--- src/rtl/kwd_pkg.sv ---
package kwd_pkg;
  typedef enum logic [1:0] {KEY_IDLE, KEY_HALF, KEY_OPEN} key_state_e;

  localparam logic [5:0] OFS_PRE1 = 6'h00;
  localparam logic [5:0] OFS_PRE2 = 6'h04;
  localparam logic [5:0] OFS_KEY  = 6'h0C;
  localparam logic [5:0] OFS_RLD  = 6'h0D;
  localparam logic [5:0] OFS_CFG  = 6'h10;
  localparam logic [5:0] OFS_CNT  = 6'h14;
  localparam logic [5:0] OFS_LCK  = 6'h18;

  localparam logic [7:0] KEY_FIRST  = 8'h80;
  localparam logic [7:0] KEY_SECOND = 8'h86;

  // bit positions software decodes
  localparam int RLD_STROBE = 0;
  localparam int RLD_FLAG   = 1;
  localparam int CFG_SLOW   = 2;
  localparam int CFG_COLD   = 3;
  localparam int CFG_RSTEN  = 4;
  localparam int CFG_OUTEN  = 5;
  localparam int LCK_LOCK   = 0;
  localparam int LCK_EN     = 1;
  localparam int LCK_HALT   = 2;
endpackage

--- src/rtl/kwd_unlock.sv ---
module kwd_unlock
  import kwd_pkg::*;
(
  input  logic       clk,
  input  logic       rst,
  input  logic       wr_en,
  input  logic [5:0] wr_addr,
  input  logic [7:0] wr_byte,
  output logic       key_open
);
  key_state_e st_q;

  always_ff @(posedge clk) begin
    if (rst) begin
      st_q <= KEY_IDLE;
    end else if (wr_en) begin
      if (wr_addr == OFS_KEY) begin
        if (wr_byte == KEY_FIRST)
          st_q <= KEY_HALF;
        else if (st_q == KEY_HALF && wr_byte == KEY_SECOND)
          st_q <= KEY_OPEN;
        else
          st_q <= KEY_IDLE;
      end else begin
        st_q <= KEY_IDLE;
      end
    end
  end

  assign key_open = (st_q == KEY_OPEN);
endmodule

--- src/rtl/kwd_prescale.sv ---
module kwd_prescale #(
  parameter int DIV_FAST = 32,
  parameter int DIV_SLOW = 32768
) (
  input  logic clk,
  input  logic rst,
  input  logic run,
  input  logic clear,
  input  logic slow,
  output logic tick
);
  localparam int PW = $clog2(DIV_SLOW + 1);
  localparam logic [PW-1:0] LIM_FAST = PW'(DIV_FAST - 1);
  localparam logic [PW-1:0] LIM_SLOW = PW'(DIV_SLOW - 1);

  logic [PW-1:0] div_q;
  logic [PW-1:0] limit;

  assign limit = slow ? LIM_SLOW : LIM_FAST;
  assign tick  = run && (div_q >= limit);

  always_ff @(posedge clk) begin
    if (rst || clear)
      div_q <= '0;
    else if (run)
      div_q <= tick ? '0 : div_q + 1'b1;
  end
endmodule

--- src/rtl/kwd_counter.sv ---
module kwd_counter #(
  parameter int CNT_W = 32
) (
  input  logic             clk,
  input  logic             rst,
  input  logic             load,
  input  logic             tick,
  input  logic             halt_mode,
  input  logic [CNT_W-1:0] pre1,
  input  logic [CNT_W-1:0] pre2,
  output logic [CNT_W-1:0] count,
  output logic             halted,
  output logic             fire
);
  logic second_q;

  assign fire = tick && second_q && (count == '0);

  always_ff @(posedge clk) begin
    if (rst) begin
      count    <= '0;
      second_q <= 1'b0;
      halted   <= 1'b0;
    end else if (load) begin
      count    <= pre1;
      second_q <= 1'b0;
      halted   <= 1'b0;
    end else if (tick) begin
      if (count != '0) begin
        count <= count - 1'b1;
      end else if (!second_q) begin
        count    <= pre2;
        second_q <= 1'b1;
      end else if (halt_mode) begin
        halted <= 1'b1;
      end else begin
        count    <= pre1;
        second_q <= 1'b0;
      end
    end
  end
endmodule

--- src/rtl/keyed_watchdog.sv ---
module keyed_watchdog
  import kwd_pkg::*;
#(
  parameter int CNT_W    = 32,
  parameter int DIV_FAST = 32,
  parameter int DIV_SLOW = 32768
) (
  input  logic        clk,
  input  logic        por,
  input  logic        sys_rst,
  input  logic        wr_en,
  input  logic [5:0]  wr_addr,
  input  logic [31:0] wr_data,
  input  logic [5:0]  rd_addr,
  output logic [31:0] rd_data,
  output logic        rst_req,
  output logic        rst_cold,
  output logic        tmo_out
);
  logic any_rst;
  assign any_rst = por || sys_rst;

  logic             key_open;
  logic [CNT_W-1:0] pre1_q, pre2_q, count;
  logic             cfg_slow, cfg_cold, cfg_rsten, cfg_outen;
  logic             lock_q, en_q, halt_q;
  logic             flag_q;
  logic             halted, fire, tick;

  kwd_unlock u_key (
    .clk(clk), .rst(any_rst), .wr_en(wr_en), .wr_addr(wr_addr),
    .wr_byte(wr_data[7:0]), .key_open(key_open)
  );

  // write decode
  logic w_pre1, w_pre2, w_rld, w_cfg, w_lck, strobe, flag_clr, en_rise, load;
  assign w_pre1   = wr_en && wr_addr == OFS_PRE1 && key_open && !lock_q;
  assign w_pre2   = wr_en && wr_addr == OFS_PRE2 && key_open && !lock_q;
  assign w_rld    = wr_en && wr_addr == OFS_RLD  && key_open;
  assign w_cfg    = wr_en && wr_addr == OFS_CFG  && !lock_q;
  assign w_lck    = wr_en && wr_addr == OFS_LCK  && !lock_q;
  assign strobe   = w_rld && wr_data[RLD_STROBE];
  assign flag_clr = w_rld && wr_data[RLD_FLAG];
  assign en_rise  = w_lck && wr_data[LCK_EN] && !en_q;
  assign load     = strobe || en_rise;

  always_ff @(posedge clk) begin
    if (any_rst) begin
      pre1_q    <= '0;
      pre2_q    <= '0;
      cfg_slow  <= 1'b0;
      cfg_cold  <= 1'b0;
      cfg_rsten <= 1'b0;
      cfg_outen <= 1'b0;
      lock_q    <= 1'b0;
      en_q      <= 1'b0;
      halt_q    <= 1'b0;
    end else begin
      if (w_pre1) pre1_q <= wr_data[CNT_W-1:0];
      if (w_pre2) pre2_q <= wr_data[CNT_W-1:0];
      if (w_cfg) begin
        cfg_slow  <= wr_data[CFG_SLOW];
        cfg_cold  <= wr_data[CFG_COLD];
        cfg_rsten <= wr_data[CFG_RSTEN];
        cfg_outen <= wr_data[CFG_OUTEN];
      end
      if (w_lck) begin
        lock_q <= wr_data[LCK_LOCK];
        en_q   <= wr_data[LCK_EN];
        halt_q <= wr_data[LCK_HALT];
      end
    end
  end

  kwd_prescale #(.DIV_FAST(DIV_FAST), .DIV_SLOW(DIV_SLOW)) u_pre (
    .clk(clk), .rst(any_rst), .run(en_q && !halted), .clear(load),
    .slow(cfg_slow), .tick(tick)
  );

  kwd_counter #(.CNT_W(CNT_W)) u_cnt (
    .clk(clk), .rst(any_rst), .load(load), .tick(tick), .halt_mode(halt_q),
    .pre1(pre1_q), .pre2(pre2_q), .count(count), .halted(halted), .fire(fire)
  );

  // sticky flag: only power-on reset clears it
  always_ff @(posedge clk) begin
    if (por)
      flag_q <= 1'b0;
    else if (fire)
      flag_q <= 1'b1;
    else if (flag_clr)
      flag_q <= 1'b0;
  end

  always_ff @(posedge clk) begin
    if (any_rst) begin
      rst_req  <= 1'b0;
      rst_cold <= 1'b0;
      tmo_out  <= 1'b0;
    end else begin
      rst_req <= fire && cfg_rsten;
      if (fire && cfg_rsten) rst_cold <= cfg_cold;
      tmo_out <= flag_q && cfg_outen;
    end
  end

  always_ff @(posedge clk) begin
    if (any_rst) begin
      rd_data <= '0;
    end else begin
      case (rd_addr)
        OFS_PRE1: rd_data <= 32'(pre1_q);
        OFS_PRE2: rd_data <= 32'(pre2_q);
        OFS_RLD:  rd_data <= {30'b0, flag_q, 1'b0};
        OFS_CFG:  rd_data <= {26'b0, cfg_outen, cfg_rsten, cfg_cold, cfg_slow, 2'b0};
        OFS_CNT:  rd_data <= 32'(count);
        OFS_LCK:  rd_data <= {29'b0, halt_q, en_q, lock_q};
        default:  rd_data <= '0;
      endcase
    end
  end
endmodule

--- config.mk ---
export PLATFORM = sky130hd
export DESIGN_NAME = keyed_watchdog
export DESIGN_NICKNAME = d
export VERILOG_FILES = /design/src/rtl/kwd_pkg.sv /design/src/rtl/kwd_unlock.sv /design/src/rtl/kwd_prescale.sv /design/src/rtl/kwd_counter.sv /design/src/rtl/keyed_watchdog.sv
export SDC_FILE = /design/constraint.sdc
export NUM_CORES = 1
export LEC_CHECK = 0
export BUFFER_PORTS_ARGS = -buffer_cell sky130_fd_sc_hd__buf_2
export CORE_UTILIZATION = 34
export DETAILED_ROUTE_END_ITERATION = 16
export GPL_TIMING_DRIVEN = 1
export SYNTH_ARGS = -nofsm -noshare
export SYNTH_HDL_FRONTEND = slang
export SYNTH_HIERARCHICAL = 1
export SYNTH_SLANG_ARGS = --single-unit
--- constraint.sdc ---
create_clock -name clk -period 3.3 [get_ports clk]
set_input_delay 0.33 -clock clk [delete_from_list [all_inputs] [get_ports clk]]
set_output_delay 0.33 -clock clk [all_outputs]
set_load 0.005 [all_outputs]
==> out/results.txt <==
CTS H-tree lvls = 4
placement-stage cell area = 9080 um2
Max IR drop VDD = 0.000271 V
height of the die = 159 um
biggest area consumer among synthesized cells = dfxtp_1
ANT cells = 0
drt pass-1 iters = 5
count leader, synth = dfxtp_1
DRT iter0 DRCs = 520
Overall Global Routing Usage = 19.3%
CP endpoint kind = register
core area = 24200 um2
RSZ-0062 raised after global routing = false
Wirelength per Cell = 17.1 um
Synthesized Nets = 1042
# IOs = 83
CTS tree = built
buffers added on ports = 82
dpl hpwl = 16000 um
Mean Syn Cell Area = 8.54 um2
Final Max Slew Viols = 0
area growth from synthesis to layout = 15.1%
initial antenna violation count = 0
Max clock buf depth = 2
first-pass GRT wire length = 39300 um
placed cell count = 1348
worst skew pair latency = 0.44 ns
ys flop type = dfxtp_1
TritonCTS buffer count = 17
LEAKAGE = 3.41 nW
gpl congestion = 0.843
Layout Nets = 1104
Synth top cells by count = dfxtp_1 (159), nand2_1 (131), nor2_1 (114), a21oi_1 (66), mux2i_1 (40)
synth top area cells = dfxtp_1 (38%), nand2_1 (5.9%), nor2_1 (5.1%), mux2i_1 (4.8%), a21oi_1 (3.9%)
power per cell area = 414 nW/um2
Clock Sinks = 159
setup bufs post-CTS = 0
Final Non-Filler Cells = 1380
Hold WS = 0.0644 ns
starting density of the core = 34.5%
Die Area = 25300 um2
CP Class = register to register
Final Critical Period = 2.99 ns
max cap viols = 0
outcome = complete, no violations
Avg Vias per Cell = 5.46
Synth async-reset ratio = 0%
WP data arrival = 3.34 ns
Synth Instances = 981
fin area = 9640 um2
Yosys top cell area share = 38.0%
vias in the first global route = 7280
Min-Delay Path Class = input pin to register
floorplan row count = 57
grt ovf = 0
share of post-route cells with drive strength above 1 = 21.0%
clock root buffer = clkbuf_16
number of synthesized flops with an enable pin = 0
DRT Wirelength = 23600 um
DRC = 0
Vias = 7532
critical-path maximum fanout = 10
synth warn = 6
Mapped Area = 8380 um2
Worst Skew = 0.0155 ns
Slew headroom = 48.3%
count of cell types in the netlist = 80
setup TNS = 0 ns
Worst Tran Pin Value = 0.774 ns
post-CTS resize count = 0
final setup margin = 0.312 ns
antenna viol nets, final = 0
Clock transition at path regs = 0.07 ns
Synth Register Bits = 159
Final Hold Viols = 0
CTS hold repair buffers = 0
register area share after synthesis = 38.0%
fmax = 0.335 GHz
Worst Path Required = 3.65 ns
Finish-stage setup viols = 0
period utilization = 90.6%
largest net degree at the start of global routing = 42
critical path startpoint category = register
chip width = 159 um
pre-CTS WS = 0.404 ns
==> flip-flops by register name (all words and copies together), names as in the netlist <==
register,flops
cfg_cold,1
cfg_outen,1
cfg_rsten,1
cfg_slow,1
en_q,1
flag_q,1
halt_q,1
lock_q,1
pre1_q,32
pre2_q,32
rd_data,32
rst_cold,1
rst_req,1
tmo_out,1
u_cnt/count,32
u_cnt/halted,1
u_cnt/second_q,1
u_key/st_q,2
u_pre/div_q,16
==> cell families after synthesis <==
kind of cell	share of synthesized area (%)
and+or+nand+nor	24.7
AOI/OAI and AO/OA	17.9
DFF	38.0
buffers and inverters	5.14
muxes	9.35
xor gates and xnor gates	2.93
adders and majority gates	1.94
==> stage by stage <==
step                util (%)  total power, W
floorplan                  -         0.00204
global placement        37.4         0.00211
detailed placement      37.4         0.00211
CTS                     39.7         0.00403
global route            39.7         0.00413
finish                  39.7         0.00399
==> worst paths after layout <==
check | from | end | slack (ns) | cells after the start
worst min register to register | rst_cold | rst_cold | 0.47 | 2
worst min-delay path | por | flag_q | 0.06 | 2
worst max-delay path | cfg_slow | u_cnt/count[1] | 0.31 | 10
worst max register to register | cfg_slow | u_cnt/count[1] | 0.31 | 10
==> layout make-up <==
cell class	count	area [um2]
clock buffer	17	425
clock inverter	15	136
fill	2534	14600
inverter	27	101
multi-input combinational	729	4770
sequential	159	3180
tap	324	405
timing repair buffer	109	613
==> critical path, stage by stage (launching register included) <==
cell and delay [ns]:
dfxtp_1 0.35, inv_1 0.19, ha_1 0.42, nand4b_2 0.16, nor2_4 0.17, o2111ai_2 0.22, a21boi_4 0.29, nor2b_1 0.53
buf_4 0.29, a32oi_1 0.11, a21oi_1 0.18
==> cell usage in the layout (no fill, tap or decap), drive strengths merged, types with 5 or more instances in the layout <==
| cell type | synthesis | routed |
|---|---|---|
| a21oi | 66 | 66 |
| dfxtp | 159 | 159 |
| mux2i | 40 | 40 |
| nand3 | 21 | 21 |
| a31oi | 7 | 7 |
| nand2b | 6 | 6 |
| a22oi | 31 | 31 |
| nor4 | 12 | 12 |
| a32oi | 10 | 10 |
| nor3 | 46 | 46 |
| o211ai | 10 | 10 |
| a211oi | 6 | 6 |
| inv | 27 | 32 |
| nor2 | 116 | 116 |
| xnor2 | 8 | 8 |
| nand2 | 133 | 133 |
| or3 | 7 | 7 |
| buf | 29 | 109 |
| o221ai | 14 | 14 |
| clkbuf | 37 | 17 |
| ha | 13 | 13 |
| clkinv | 0 | 6 |
| mux2 | 28 | 28 |
| nor2b | 9 | 9 |
| o21ai | 36 | 36 |
| nand4 | 15 | 15 |
| xor2 | 20 | 20 |
| nand4b | 6 | 6 |
| and3 | 7 | 7 |
| nor4b | 5 | 5 |
==> layer usage <==
metal | wire [um] | vias to the layer above | GRT usage, %
met1 | 11100 | 3624 | 25.9
met2 | 11000 | 224 | 31.0
met5 | 0 | - | 0
met4 | 409 | 0 | 7.39
met3 | 1170 | 30 | 3.46
li1 | - | 3654 | -
==> power by group <==
part	switching, W	total (W)	internal, W
logic	0.0000980	0.000149	0.0000505
clock network	0.000872	0.00192	0.00105
registers	0.000000739	0.00192	0.00192
total	0.000971	0.00399	0.00302
No activity file was read; power rests on OpenSTA's default activity.
